$ cat config.mk
export PLATFORM = sky130hd
export DESIGN_NAME = reload_down_timer
export DESIGN_NICKNAME = d
export VERILOG_FILES = /design/src/rtl/rdt_pkg.sv /design/src/rtl/rdt_ctrl_reg.sv /design/src/rtl/rdt_prescaler.sv /design/src/rtl/rdt_counter.sv /design/src/rtl/reload_down_timer.sv
export SDC_FILE = /design/constraint.sdc
export NUM_CORES = 1
export LEC_CHECK = 0
export ABC_AREA = 1
export ABC_CLOCK_PERIOD_IN_PS = 2920
export BUFFER_PORTS_ARGS = -buffer_cell sky130_fd_sc_hd__buf_2
export CORE_MARGIN = 2
export CORE_UTILIZATION = 66
export CTS_BUF_LIST = sky130_fd_sc_hd__clkbuf_2
export CTS_CLUSTER_DIAMETER = 30
export DETAILED_ROUTE_END_ITERATION = 12
export PLACE_DENSITY = 0.95
export SYNTH_ARGS = -nofsm -noshare
export SYNTH_HDL_FRONTEND = slang
export SYNTH_SLANG_ARGS = --single-unit
export TNS_END_PERCENT = 1
$ cat constraint.sdc
create_clock -name clk -period 2.92 [get_ports clk]
set_clock_uncertainty 0.2 [all_clocks]
set_input_delay 0.438 -clock clk [delete_from_list [all_inputs] [get_ports clk]]
set_output_delay 0.438 -clock clk [all_outputs]
set_load 0.1 [all_outputs]
$ cat src/rtl/rdt_pkg.sv
package rdt_pkg;
   // control word bit positions, fixed by the register readback layout
   localparam int unsigned CTL_RUN_BIT    = 0;
   localparam int unsigned CTL_RELOAD_BIT = 1;
   localparam int unsigned CTL_SRC_BIT    = 2;
   localparam int unsigned CTL_PS_LSB     = 4;

   typedef enum logic {
      SEL_COUNT   = 1'b0,
      SEL_CONTROL = 1'b1
   } reg_sel_e;

   typedef enum logic {
      SRC_SLOW = 1'b0,
      SRC_FAST = 1'b1
   } tick_src_e;
endpackage

$ cat src/rtl/rdt_ctrl_reg.sv
module rdt_ctrl_reg
   import rdt_pkg::*;
#(
   parameter int unsigned DATA_W = 16,
   parameter int unsigned PS_W   = 4
) (
   input  logic              clk,
   input  logic              rst_n,
   input  logic              wr_ctl_i,
   input  logic [DATA_W-1:0] wr_data_i,
   output logic              run_o,
   output logic              reload_o,
   output tick_src_e         src_o,
   output logic [PS_W-1:0]   ps_o,
   output logic              phase_restart_o
);
   logic [PS_W-1:0] new_ps;
   tick_src_e       new_src;

   assign new_ps  = wr_data_i[CTL_PS_LSB +: PS_W];
   assign new_src = tick_src_e'(wr_data_i[CTL_SRC_BIT]);

   // a changed rate or source discards the partial prescaler phase
   assign phase_restart_o = wr_ctl_i && ((new_ps != ps_o) || (new_src != src_o));

   always_ff @(posedge clk or negedge rst_n) begin
      if (!rst_n) begin
         run_o    <= 1'b0;
         reload_o <= 1'b0;
         src_o    <= SRC_SLOW;
         ps_o     <= '0;
      end else if (wr_ctl_i) begin
         run_o    <= wr_data_i[CTL_RUN_BIT];
         reload_o <= wr_data_i[CTL_RELOAD_BIT];
         src_o    <= new_src;
         ps_o     <= new_ps;
      end
   end
endmodule

$ cat src/rtl/rdt_prescaler.sv
module rdt_prescaler
   import rdt_pkg::*;
#(
   parameter int unsigned PS_W = 4
) (
   input  logic            clk,
   input  logic            rst_n,
   input  logic            slow_tick_i,
   input  logic            fast_tick_i,
   input  tick_src_e       src_i,
   input  logic [PS_W-1:0] ps_i,
   input  logic            run_i,
   input  logic            restart_i,
   output logic            pulse_o
);
   localparam int unsigned PH_W = 2 ** PS_W;

   logic [PH_W-1:0] phase_q;
   logic [PH_W-1:0] term_mask;
   logic            tick;
   logic            at_term;

   assign tick = (src_i == SRC_FAST) ? fast_tick_i : slow_tick_i;

   // terminal phase is 2^(ps+1)-1: every bit up to and including ps set
   for (genvar i = 0; i < PH_W; i++) begin : g_mask
      assign term_mask[i] = (ps_i >= PS_W'(i));
   end

   assign at_term = (phase_q == term_mask);
   assign pulse_o = run_i && tick && at_term && !restart_i;

   always_ff @(posedge clk or negedge rst_n) begin
      if (!rst_n) begin
         phase_q <= '0;
      end else if (restart_i || !run_i) begin
         phase_q <= '0;
      end else if (tick) begin
         phase_q <= at_term ? '0 : phase_q + 1'b1;
      end
   end
endmodule

$ cat src/rtl/rdt_counter.sv
module rdt_counter #(
   parameter int unsigned CNT_W = 16
) (
   input  logic             clk,
   input  logic             rst_n,
   input  logic             load_i,
   input  logic [CNT_W-1:0] load_val_i,
   input  logic             pulse_i,
   input  logic             reload_i,
   output logic [CNT_W-1:0] cnt_o,
   output logic             armed_o,
   output logic             expire_o
);
   logic [CNT_W-1:0] period_q;
   logic             last_step;

   // a loaded 0 behaves like 1: it expires on the very next pulse
   assign last_step = (cnt_o <= CNT_W'(1));

   // period register deliberately has no reset
   always_ff @(posedge clk) begin
      if (load_i) period_q <= load_val_i;
   end

   always_ff @(posedge clk or negedge rst_n) begin
      if (!rst_n) begin
         cnt_o    <= '0;
         armed_o  <= 1'b0;
         expire_o <= 1'b0;
      end else if (load_i) begin
         cnt_o    <= load_val_i;
         armed_o  <= 1'b1;
         expire_o <= 1'b0;
      end else if (pulse_i && armed_o) begin
         if (last_step) begin
            expire_o <= 1'b1;
            cnt_o    <= reload_i ? period_q : '0;
            armed_o  <= reload_i;
         end else begin
            expire_o <= 1'b0;
            cnt_o    <= cnt_o - 1'b1;
         end
      end else begin
         expire_o <= 1'b0;
      end
   end
endmodule

$ cat src/rtl/reload_down_timer.sv
module reload_down_timer
   import rdt_pkg::*;
#(
   parameter int unsigned CNT_W = 16,
   parameter int unsigned PS_W  = 4
) (
   input  logic             clk,
   input  logic             rst_n,
   input  logic             slow_tick_i,
   input  logic             fast_tick_i,
   input  logic             wr_en_i,
   input  logic             wr_sel_i,
   input  logic [CNT_W-1:0] wr_data_i,
   input  logic             rd_sel_i,
   output logic [CNT_W-1:0] rd_data_o,
   input  logic             irq_en_i,
   output logic             irq_o
);
   localparam int unsigned CTL_TOP = CTL_PS_LSB + PS_W;

   if (CTL_TOP > CNT_W) begin : g_bad_ctl_width
      $error("control word does not fit the data width");
   end
   if (PS_W < 1 || PS_W > 5) begin : g_bad_ps_width
      $error("prescale field width out of range");
   end

   logic             wr_cnt;
   logic             wr_ctl;
   logic             ctl_run;
   logic             ctl_reload;
   tick_src_e        ctl_src;
   logic [PS_W-1:0]  ctl_ps;
   logic             phase_restart;
   logic             pre_pulse;
   logic [CNT_W-1:0] cnt_q;
   logic             armed;
   logic             irq_raw;
   logic [CNT_W-1:0] ctl_word;

   assign wr_cnt = wr_en_i && (reg_sel_e'(wr_sel_i) == SEL_COUNT);
   assign wr_ctl = wr_en_i && (reg_sel_e'(wr_sel_i) == SEL_CONTROL);

   rdt_ctrl_reg #(.DATA_W(CNT_W), .PS_W(PS_W)) u_ctl (
      .clk             (clk),
      .rst_n           (rst_n),
      .wr_ctl_i        (wr_ctl),
      .wr_data_i       (wr_data_i),
      .run_o           (ctl_run),
      .reload_o        (ctl_reload),
      .src_o           (ctl_src),
      .ps_o            (ctl_ps),
      .phase_restart_o (phase_restart)
   );

   rdt_prescaler #(.PS_W(PS_W)) u_pre (
      .clk         (clk),
      .rst_n       (rst_n),
      .slow_tick_i (slow_tick_i),
      .fast_tick_i (fast_tick_i),
      .src_i       (ctl_src),
      .ps_i        (ctl_ps),
      .run_i       (ctl_run),
      .restart_i   (phase_restart),
      .pulse_o     (pre_pulse)
   );

   rdt_counter #(.CNT_W(CNT_W)) u_cnt (
      .clk        (clk),
      .rst_n      (rst_n),
      .load_i     (wr_cnt),
      .load_val_i (wr_data_i),
      .pulse_i    (pre_pulse),
      .reload_i   (ctl_reload),
      .cnt_o      (cnt_q),
      .armed_o    (armed),
      .expire_o   (irq_raw)
   );

   always_comb begin
      ctl_word                          = '0;
      ctl_word[CTL_RUN_BIT]             = ctl_run;
      ctl_word[CTL_RELOAD_BIT]          = ctl_reload;
      ctl_word[CTL_SRC_BIT]             = ctl_src;
      ctl_word[CTL_PS_LSB +: PS_W]      = ctl_ps;
   end

   assign rd_data_o = (reg_sel_e'(rd_sel_i) == SEL_CONTROL) ? ctl_word : cnt_q;
   assign irq_o     = irq_raw && irq_en_i;
endmodule

==> impl_metrics.csv, run 1 <==
group,metric,value,unit
pwr,swShare,0.435,
finish,n_fill_cell,421,
critical_path,rrSetupSlack,290,ps
pwr,p_switching,1100,uW
synthesis,synthesis.area,3640,um2
routing,wl_per_cell,15.1,um
finish,antenna_cells,0,
hold_path,hp-class,"flop to flop",
synthesis,ys_seq_area_frac,0.414,
global_routing,grt_overflow_total,0,
clocking,clock-sinks,57,
routing,drtPass1Iterations,5,
critical_path,cp_slowest_cell,"dfrtp_1",
pwr,power.leakage,0.00199,uW
timing,setup_violations,0,
clocking,clockBufferDepth,2,
timing,whs,302,ps
pwr,seqPwrFrac,0.395,
die,initial_core_util,0.673,
routing,routed_wirelength,10000,um
synthesis,synthCells,529,
finish,multiInputGateArea,1810,um2
synthesis,synth_area_leader_cell,"dfrtp_1",
critical_path,critPathMaxStageDelay,640,ps
timing,finalHoldViolCount,0,
finish,layout-drive-gt1-share,0.118,
routing,post_drt_via_cell_ratio,5.71,
routing,remaining_drc_errors,0,
timing,slew_headroom,0.378,
synthesis,synthFlopType,"dfrtp_1",
synthesis,synth_area_leaders,"dfrtp_1 28%, nand2_1 16%, edfxtp_1 13%",
hold_path,hold_path_end,"u_cnt.armed_o",
clocking,cts_max_level,3,
critical_path,critPathKind,"flop to flop",
pwr,p_int,1430,uW
timing,post-route-period-util,0.900,
placed_design,pre_cts_slack,350,ps
synthesis,synth_top_area_frac,0.282,
timing,fmax,380,MHz
placed_design,dp_hpwl,7050,um
clocking,clk_pin_slew_worst_paths,180,ps
critical_path,r2r-end,"u_pre.phase_q[10]",
run_status,status,"completed",
critical_path,startpoint_type,"flop",
die,die_h,78.2,um
critical_path,end_kind,"flop",
global_routing,grt_pass1_wl,16700,um
placed_design,port_buffers,40,
hold_path,hold_depth,2,
job,drv_cap,0,
timing,worst_pin_slew,933,ps
global_routing,antenna_found_initial,0,
clocking,root_buffer,"clkbuf_2",
critical_path,crit_family,"simple AND/OR/NAND/NOR gates",
critical_path,critPathRequiredTime,3060,ps
synthesis,synth-seq-cells,57,
timing,fin_crit,2630,ps
synthesis,synthArstFlopShare,0.719,
die,core,5410,um2
synthesis,syn_area_per_cell,6.87,um2
synthesis,ys_top_cells_by_count,"153 x nand2_1, 70 x nor2_1, 61 x inv_1",
pwr,ir_worst_vdd,402,uV
critical_path,path_buf_inv,0,
synthesis,mappedNetlistNets,556,
routing,ant_nets,0,
synthesis,synth_edf_count,16,
routing,initialDrtViolationCount,344,
finish,seq_area,1510,um2
pwr,power_frac_comb,0.369,
critical_path,critPathArrivalTime,2770,ps
clocking,clk_latency,470,ps
routing,vias,3787,
clocking,cts_tree,"done",
critical_path,cp_max_fo,14,
critical_path,worstPathCellList,"nand2_2 -> o21ai_0 -> nand3_1 -> nor2_1 -> nand2_1 -> nor2_2 -> nand2_1 -> nand3_1 -> o22ai_1",
timing,rsz0062_at_grt,"no",
critical_path,r2r_cells,9,
synthesis,yosysMostFrequentCell,"nand2_1",
finish,fin_util,0.777,
die,die-area,6120,um2
hold_path,min_from,"u_cnt.armed_o",
finish,area_growth,15.5,%
finish,fin_nets,613,
clocking,postCtsResizedCells,0,
synthesis,yosysUniqueCellTypes,26,
timing,final.setup.worst_slack,291,ps
clocking,cts_hold_buffers,17,
placed_design,gp_congestion,1.01,
clocking,post_cts_buffers,0,
pwr,p_clk_frac,0.237,
synthesis,yosys_warnings,0,
global_routing,grt_use_total,0.351,
clocking,numCtsBuffers,9,
die,io_pins,41,
die,die_w,78.2,um
global_routing,grt_max_degree,42,
die,rows,27,
critical_path,r2r_start,"u_ctl.ps_o[3]",
pwr,powerDensity,604,nW/um2
global_routing,grt_pass1_vias,3580,
timing,slew_viol_final,0,
==> through the flow <==
stage                     area [um2]  setup TNS (ps)  total power (uW)  std cells
after floorplan                 3640           -2660              1720        529
after global placement          3890               0              1890        630
after detailed placement        3890               0              1910        630
after CTS                       4200               0              2520        663
after global routing            4200               0              2680        663
final                           4200               0              2540        663
==> flip-flops by register name (all words and copies together), names as in the netlist <==
register,count
u_ctl.ps_o,4
u_cnt.period_q,16
u_cnt.cnt_o,16
u_pre.phase_q,16
u_ctl.src_o,1
u_cnt.expire_o,1
u_ctl.run_o,1
u_cnt.armed_o,1
u_ctl.reload_o,1
==> per-layer routing <==
metal,wire (um),up-vias,track usage,share of wire
met5,0,-,0,0
met4,254,0,0.158,0.025
met3,778,24,0.0632,0.078
met2,4930,196,0.587,0.49
met1,4070,1738,0.446,0.41
li1,-,1829,-,-
==> layout make-up <==
| class | count | area share |
|---|---|---|
| inverter | 63 | 0.0563 |
| timing repair buffer | 63 | 0.0989 |
| tap | 72 | 0.0215 |
| sequential | 57 | 0.359 |
| clock inverter | 7 | 0.0226 |
| clock buffer | 9 | 0.0107 |
| multi-input combinational | 392 | 0.431 |
==> worst register-to-register path: stages, from the launching register on <==
cell,delay [ps]
dfrtp_1,640
nand2_2,200
o21ai_0,320
nand3_1,110
nor2_1,120
nand2_1,90
nor2_2,150
nand2_1,70
nand3_1,420
o22ai_1,180
==> power by group through the flow <==
stage	combinational, uW	sequential [uW]	clock (uW)
global route	1020	1010	644
CTS	921	997	606
detailed placement	896	1010	0
floorplan	743	974	0
global placement	879	1010	0
finish	935	1000	601
==> logic make-up (layout without fill, tap and decap cells) <==
group           after synthesis  after routing  share of synthesized area
compound gates               99             99                      0.145
xor+xnor                     13             13                     0.0313
fa+ha+maj                     3              3                     0.0103
buf+inv                      80            142                     0.0884
flops                        57             57                      0.414
simple gates                277            277                      0.311
==> worst max-delay path by stage <==
stage                              from                end  slack (ps)  cells after the start
after global placement    u_ctl.ps_o[3]  u_pre.phase_q[10]         420                      9
after global routing      u_ctl.ps_o[3]  u_pre.phase_q[10]          50                      9
after detailed placement  u_ctl.ps_o[3]  u_pre.phase_q[13]         350                      9
after floorplan                rd_sel_i       rd_data_o[4]        -460                      2
final                     u_ctl.ps_o[3]  u_pre.phase_q[10]         290                      9
after CTS                 u_ctl.ps_o[3]  u_pre.phase_q[10]         320                      9
==> cell usage in the layout (no fill, tap or decap), drive strengths merged, types with 5 or more instances in the layout <==
master	count
clkbuf	9
dfrtp	41
o22ai	12
a21oi	26
dlygate4sd3	17
nor3	5
nand2	154
edfxtp	16
nand3	33
inv	63
nor2	72
xor2	11
o21ai	55
buf	46
nand4	7
No activity file was read; power rests on OpenSTA's default activity.
==> run 2: changes to the inputs <==
--- a/config.mk
+++ b/config.mk
@@ -9,11 +9,11 @@
 export ABC_CLOCK_PERIOD_IN_PS = 2920
 export BUFFER_PORTS_ARGS = -buffer_cell sky130_fd_sc_hd__buf_2
 export CORE_MARGIN = 2
-export CORE_UTILIZATION = 66
+export CORE_UTILIZATION = 28
 export CTS_BUF_LIST = sky130_fd_sc_hd__clkbuf_2
 export CTS_CLUSTER_DIAMETER = 30
 export DETAILED_ROUTE_END_ITERATION = 12
-export PLACE_DENSITY = 0.95
+export PLACE_DENSITY = 0.53
 export SYNTH_ARGS = -nofsm -noshare
 export SYNTH_HDL_FRONTEND = slang
 export SYNTH_SLANG_ARGS = --single-unit
==> impl_metrics.csv, run 2 (synthesis gave the netlist of run 1 again) <==
group,metric,value,unit
placed_design,port_buffers,40,
die,io_pins,41,
critical_path,critPathRequiredTime,2280,ps
global_routing,grt_overflow_total,0,
critical_path,startpoint_type,"flop",
critical_path,rrSetupSlack,390,ps
placed_design,gp_congestion,0.919,
die,die_h,118,um
timing,fmax,395,MHz
global_routing,grt_pass1_wl,17900,um
global_routing,grt_pass1_vias,3621,
timing,worst_pin_slew,1020,ps
timing,setup_tns,0,ps
critical_path,critPathMaxStageDelay,580,ps
pwr,power.leakage,0.00202,uW
routing,wl_per_cell,14.0,um
finish,antenna_cells,0,
routing,vias,3565,
finish,top_regs,"u_cnt.cnt_o (16), u_cnt.period_q (16), u_pre.phase_q (16)",
finish,final_cell_mix,"153 x nand2_1, 69 x nor2_1, 61 x inv_1",
clocking,root_buffer,"clkbuf_2",
hold_path,hp-class,"input pin to flop",
timing,setup_violations,0,
clocking,clk_pin_slew_worst_paths,180,ps
die,rows,41,
finish,final_common_cell,"nand2_1",
die,die-area,13900,um2
finish,layout-drive-gt1-share,0.124,
finish,area_growth,19.8,%
die,core,12700,um2
finish,seq_area,1510,um2
clocking,cts_hold_buffers,18,
clocking,clockBufferDepth,2,
critical_path,critPathKind,"flop to output port",
critical_path,worstPathCellList,"nand2_1 -> o21ai_0 -> buf_2",
timing,slew_viol_final,0,
timing,final.setup.worst_slack,389,ps
placed_design,dp_hpwl,7960,um
routing,initialDrtViolationCount,291,
clocking,post_cts_buffers,0,
timing,slew_headroom,0.321,
placed_design,pre_cts_slack,410,ps
global_routing,grt_use_total,0.163,
timing,rsz0062_at_grt,"no",
finish,n_fill_cell,1398,
clocking,clk_latency,560,ps
timing,post-route-period-util,0.867,
routing,ant_nets,0,
critical_path,end_kind,"output port",
timing,finalHoldViolCount,0,
clocking,numCtsBuffers,9,
finish,fin_nets,618,
clocking,cts_tree,"done",
die,initial_core_util,0.287,
routing,routed_wirelength,10800,um
critical_path,cp_max_fo,11,
critical_path,critPathArrivalTime,1890,ps
critical_path,r2r_start,"u_ctl.ps_o[3]",
pwr,powerDensity,584,nW/um2
clocking,clock-sinks,57,
finish,multiInputGateArea,1810,um2
critical_path,r2r_cells,11,
hold_path,min_from,"wr_sel_i",
global_routing,antenna_found_initial,0,
clocking,postCtsResizedCells,0,
timing,fin_crit,2530,ps
die,die_w,118,um
critical_path,r2r-end,"u_cnt.cnt_o[13]",
routing,post_drt_via_cell_ratio,4.64,
hold_path,hold_path_end,"u_ctl.run_o",
critical_path,cp_slowest_cell,"dfrtp_1",
run_status,status,"completed",
clocking,cts_max_level,3,
job,drv_cap,0,
hold_path,hold_depth,4,
finish,fin_util,0.344,
routing,remaining_drc_errors,0,
routing,drtPass1Iterations,6,
pwr,ir_worst_vdd,232,uV
global_routing,grt_max_degree,42,
## run 2: cell types whose count changed in the layout (fill, tap and decap cells not counted)
cell           previous run  this run
dlygate4sd3_1            17        18
buf_4                     6        10
clkinv_2                  0         2
clkbuf_2                  9        10
clkinvlp_4                3         0
## run 2: routing by layer
metal  up-vias  routed length, um  track usage
met4         0                132       0.0595
met2        71               5250        0.275
met1      1651               4910        0.202
li1       1833                  -            -
met5         -                  0            0
met3        10                468       0.0378
## run 2: worst max-delay path by stage
stage                        from         endpoint  slack, ps
finish              u_ctl.ps_o[1]     rd_data_o[5]        390
global placement    u_ctl.ps_o[3]  u_cnt.cnt_o[10]        380
floorplan                rd_sel_i     rd_data_o[4]       -460
global route        u_ctl.ps_o[3]   u_cnt.cnt_o[8]        140
CTS                 u_ctl.ps_o[0]     rd_data_o[4]        340
detailed placement  u_ctl.ps_o[3]  u_cnt.cnt_o[14]        410
## run 2: layout make-up
class | count | area share
clock buffers | 10 | 0.0115
repair buffers | 68 | 0.105
well taps | 172 | 0.0494
flip-flops and latches | 57 | 0.346
inverters | 63 | 0.0543
clock inverters | 6 | 0.0190
multi-input cells | 392 | 0.416
## run 2: worst max-delay path: cells and delay by family, from the launching register on
| kind | cells | cell delay, ps |
|---|---|---|
| AO/OA/AOI/OAI | 1 | 150 |
| buffers and inverters | 1 | 490 |
| flip-flops | 1 | 580 |
| AND/OR/NAND/NOR | 1 | 130 |
## run 2: power breakdown
part           switching (uW)  internal, uW  total, uW
Sequential               84.5           909        994
Combinational             689           249        938
Clock                     329           283        612
## run 2: per-stage QoR
stage | power, uW | hold WS (ps) | instances | instance area, um2
2_1_floorplan | 1720 | -57.6 | 529 | 3640
3_3_place_gp | 1930 | 265 | 734 | 4040
3_5_place_dp | 1930 | 270 | 734 | 4040
4_1_cts | 2580 | 18.2 | 768 | 4360
5_1_grt | 2720 | 78.9 | 768 | 4360
6_report | 2540 | 71.9 | 768 | 4360
==> run 3: changes to the inputs <==
--- a/config.mk
+++ b/config.mk
@@ -13,7 +13,6 @@
 export CTS_BUF_LIST = sky130_fd_sc_hd__clkbuf_2
 export CTS_CLUSTER_DIAMETER = 30
 export DETAILED_ROUTE_END_ITERATION = 12
-export PLACE_DENSITY = 0.53
 export SYNTH_ARGS = -nofsm -noshare
 export SYNTH_HDL_FRONTEND = slang
 export SYNTH_SLANG_ARGS = --single-unit
==> impl_metrics.csv, run 3 (synthesis gave the netlist of run 1 again) <==
group,metric,value,unit
run_status,status,"completed",
pwr,powerDensity,547,nW/um2
routing,ant_nets,0,
timing,rsz0062_at_grt,"no",
finish,layout-drive-gt1-share,0.121,
timing,slew_headroom,0.332,
pwr,p_clk_frac,0.181,
die,core,12700,um2
placed_design,port_buffers,40,
critical_path,path_buf_inv,0,
timing,worst_pin_slew,1000,ps
timing,setup_violations,0,
pwr,swShare,0.462,
finish,top_regs,"u_cnt.cnt_o (16), u_cnt.period_q (16), u_pre.phase_q (16)",
pwr,seqPwrFrac,0.424,
pwr,power_frac_comb,0.395,
placed_design,dp_hpwl,7720,um
placed_design,pre_cts_slack,449,ps
critical_path,crit_family,"simple AND/OR/NAND/NOR gates",
global_routing,grt_use_total,0.154,
routing,wl_per_cell,13.7,um
die,die_w,118,um
finish,fin_nets,616,
timing,fin_crit,2560,ps
finish,final_cell_mix,"153 x nand2_1, 69 x nor2_1, 61 x inv_1",
die,die_h,118,um
finish,area_growth,18.0,%
global_routing,grt_pass1_vias,3561,
die,die-area,13900,um2
clocking,post_cts_buffers,0,
global_routing,grt_pass1_wl,17300,um
routing,post_drt_via_cell_ratio,4.76,
critical_path,startpoint_type,"flop",
clocking,clockBufferDepth,2,
die,initial_core_util,0.287,
clocking,cts_max_level,3,
pwr,ir_worst_vdd,188,uV
critical_path,cp_slowest_cell,"dfrtp_1",
pwr,p_switching,1090,uW
pwr,power.leakage,0.00198,uW
placed_design,gp_congestion,0.994,
critical_path,critPathArrivalTime,2720,ps
timing,finalHoldViolCount,0,
routing,initialDrtViolationCount,260,
finish,final_common_cell,"nand2_1",
critical_path,critPathMaxStageDelay,630,ps
clocking,cts_tree,"done",
die,rows,41,
routing,routed_wirelength,10500,um
routing,remaining_drc_errors,0,
clocking,numCtsBuffers,9,
timing,fmax,391,MHz
global_routing,grt_overflow_total,0,
clocking,root_buffer,"clkbuf_2",
finish,antenna_cells,0,
pwr,p_int,1260,uW
clocking,clk_latency,520,ps
critical_path,critPathRequiredTime,3080,ps
timing,post-route-period-util,0.877,
die,io_pins,41,
routing,vias,3647,
critical_path,critPathKind,"flop to flop",
timing,final.setup.worst_slack,359,ps
critical_path,end_kind,"flop",
global_routing,antenna_found_initial,0,
clocking,postCtsResizedCells,0,
timing,slew_viol_final,0,
routing,drtPass1Iterations,5,
clocking,clock-sinks,57,
job,drv_cap,0,
timing,whs,66.0,ps
critical_path,worstPathCellList,"nand2_2 -> o21ai_0 -> nand3_1 -> nor2_1 -> nand2_1 -> nor2_2 -> nand2_1 -> nand3_1 -> o22ai_1",
global_routing,grt_max_degree,42,
clocking,clk_pin_slew_worst_paths,170,ps
critical_path,cp_max_fo,14,
hold_path,hp-class,"input pin to flop",
run 3: worst paths after layout:
check                               from                 to  slack, ps  cells past startpoint
setup / recovery           u_ctl.ps_o[3]   u_pre.phase_q[9]        360                      9
hold / removal                   wr_en_i        u_ctl.run_o         70                      4
setup reg to reg           u_ctl.ps_o[3]   u_pre.phase_q[9]        360                      9
hold reg to reg            u_cnt.armed_o      u_cnt.armed_o        320                      2
max in group asynchronous          rst_n  u_pre.phase_q[11]       1470                      2
min in group asynchronous          rst_n    u_cnt.cnt_o[15]        410                      2
run 3: tightest hold or removal path, stage by stage:
cell	delay (ps)
buf_2	90
nand2_1	70
nand2_1	80
o21ai_0	80
run 3: area by class of cell:
class                   count  area (um2)
fillers                  1388        8380
multi-input cells         392        1810
flip-flops and latches     57        1510
repair buffers             66         438
inverters                  63         236
well taps                 172         215
clock buffers              10        50.0
clock inverters             6        35.0
run 3: stage by stage:
| step | power (uW) | instance area, um2 | setup TNS (ps) | std cells | utilization |
|---|---|---|---|---|---|
| 2_1_floorplan | 1720 | 3640 | -2660 | 529 | - |
| 5_1_grt | 2530 | 4290 | 0 | 766 | 0.339 |
| 6_report | 2350 | 4290 | 0 | 766 | 0.339 |
| 3_5_place_dp | 1920 | 4040 | 0 | 733 | 0.319 |
| 4_1_cts | 2370 | 4290 | 0 | 766 | 0.339 |
| 3_3_place_gp | 1920 | 4040 | 0 | 733 | 0.319 |
run 3: timing repair:
action	4_1_cts	5_1_grt
hold buffers	17	0
hold endpoints to repair	60	0
endpoints found under the setup margin	0	0
run 3: power groups by stage:
stage	Clock, uW	Combinational [uW]	Sequential (uW)
after floorplan	0	743	974
after global placement	0	910	1010
after detailed placement	0	909	1010
after CTS	447	931	996
after global routing	486	1030	1010
final	426	927	996
run 3: per-layer routing:
metal | vias to the layer above | share of wire | wire (um) | GRT usage
met4 | 0 | 0.020 | 210 | 0.0505
met5 | - | 0 | 0 | 0
met3 | 23 | 0.041 | 435 | 0.0354
met2 | 93 | 0.49 | 5100 | 0.264
met1 | 1696 | 0.45 | 4750 | 0.191
li1 | 1835 | - | - | -
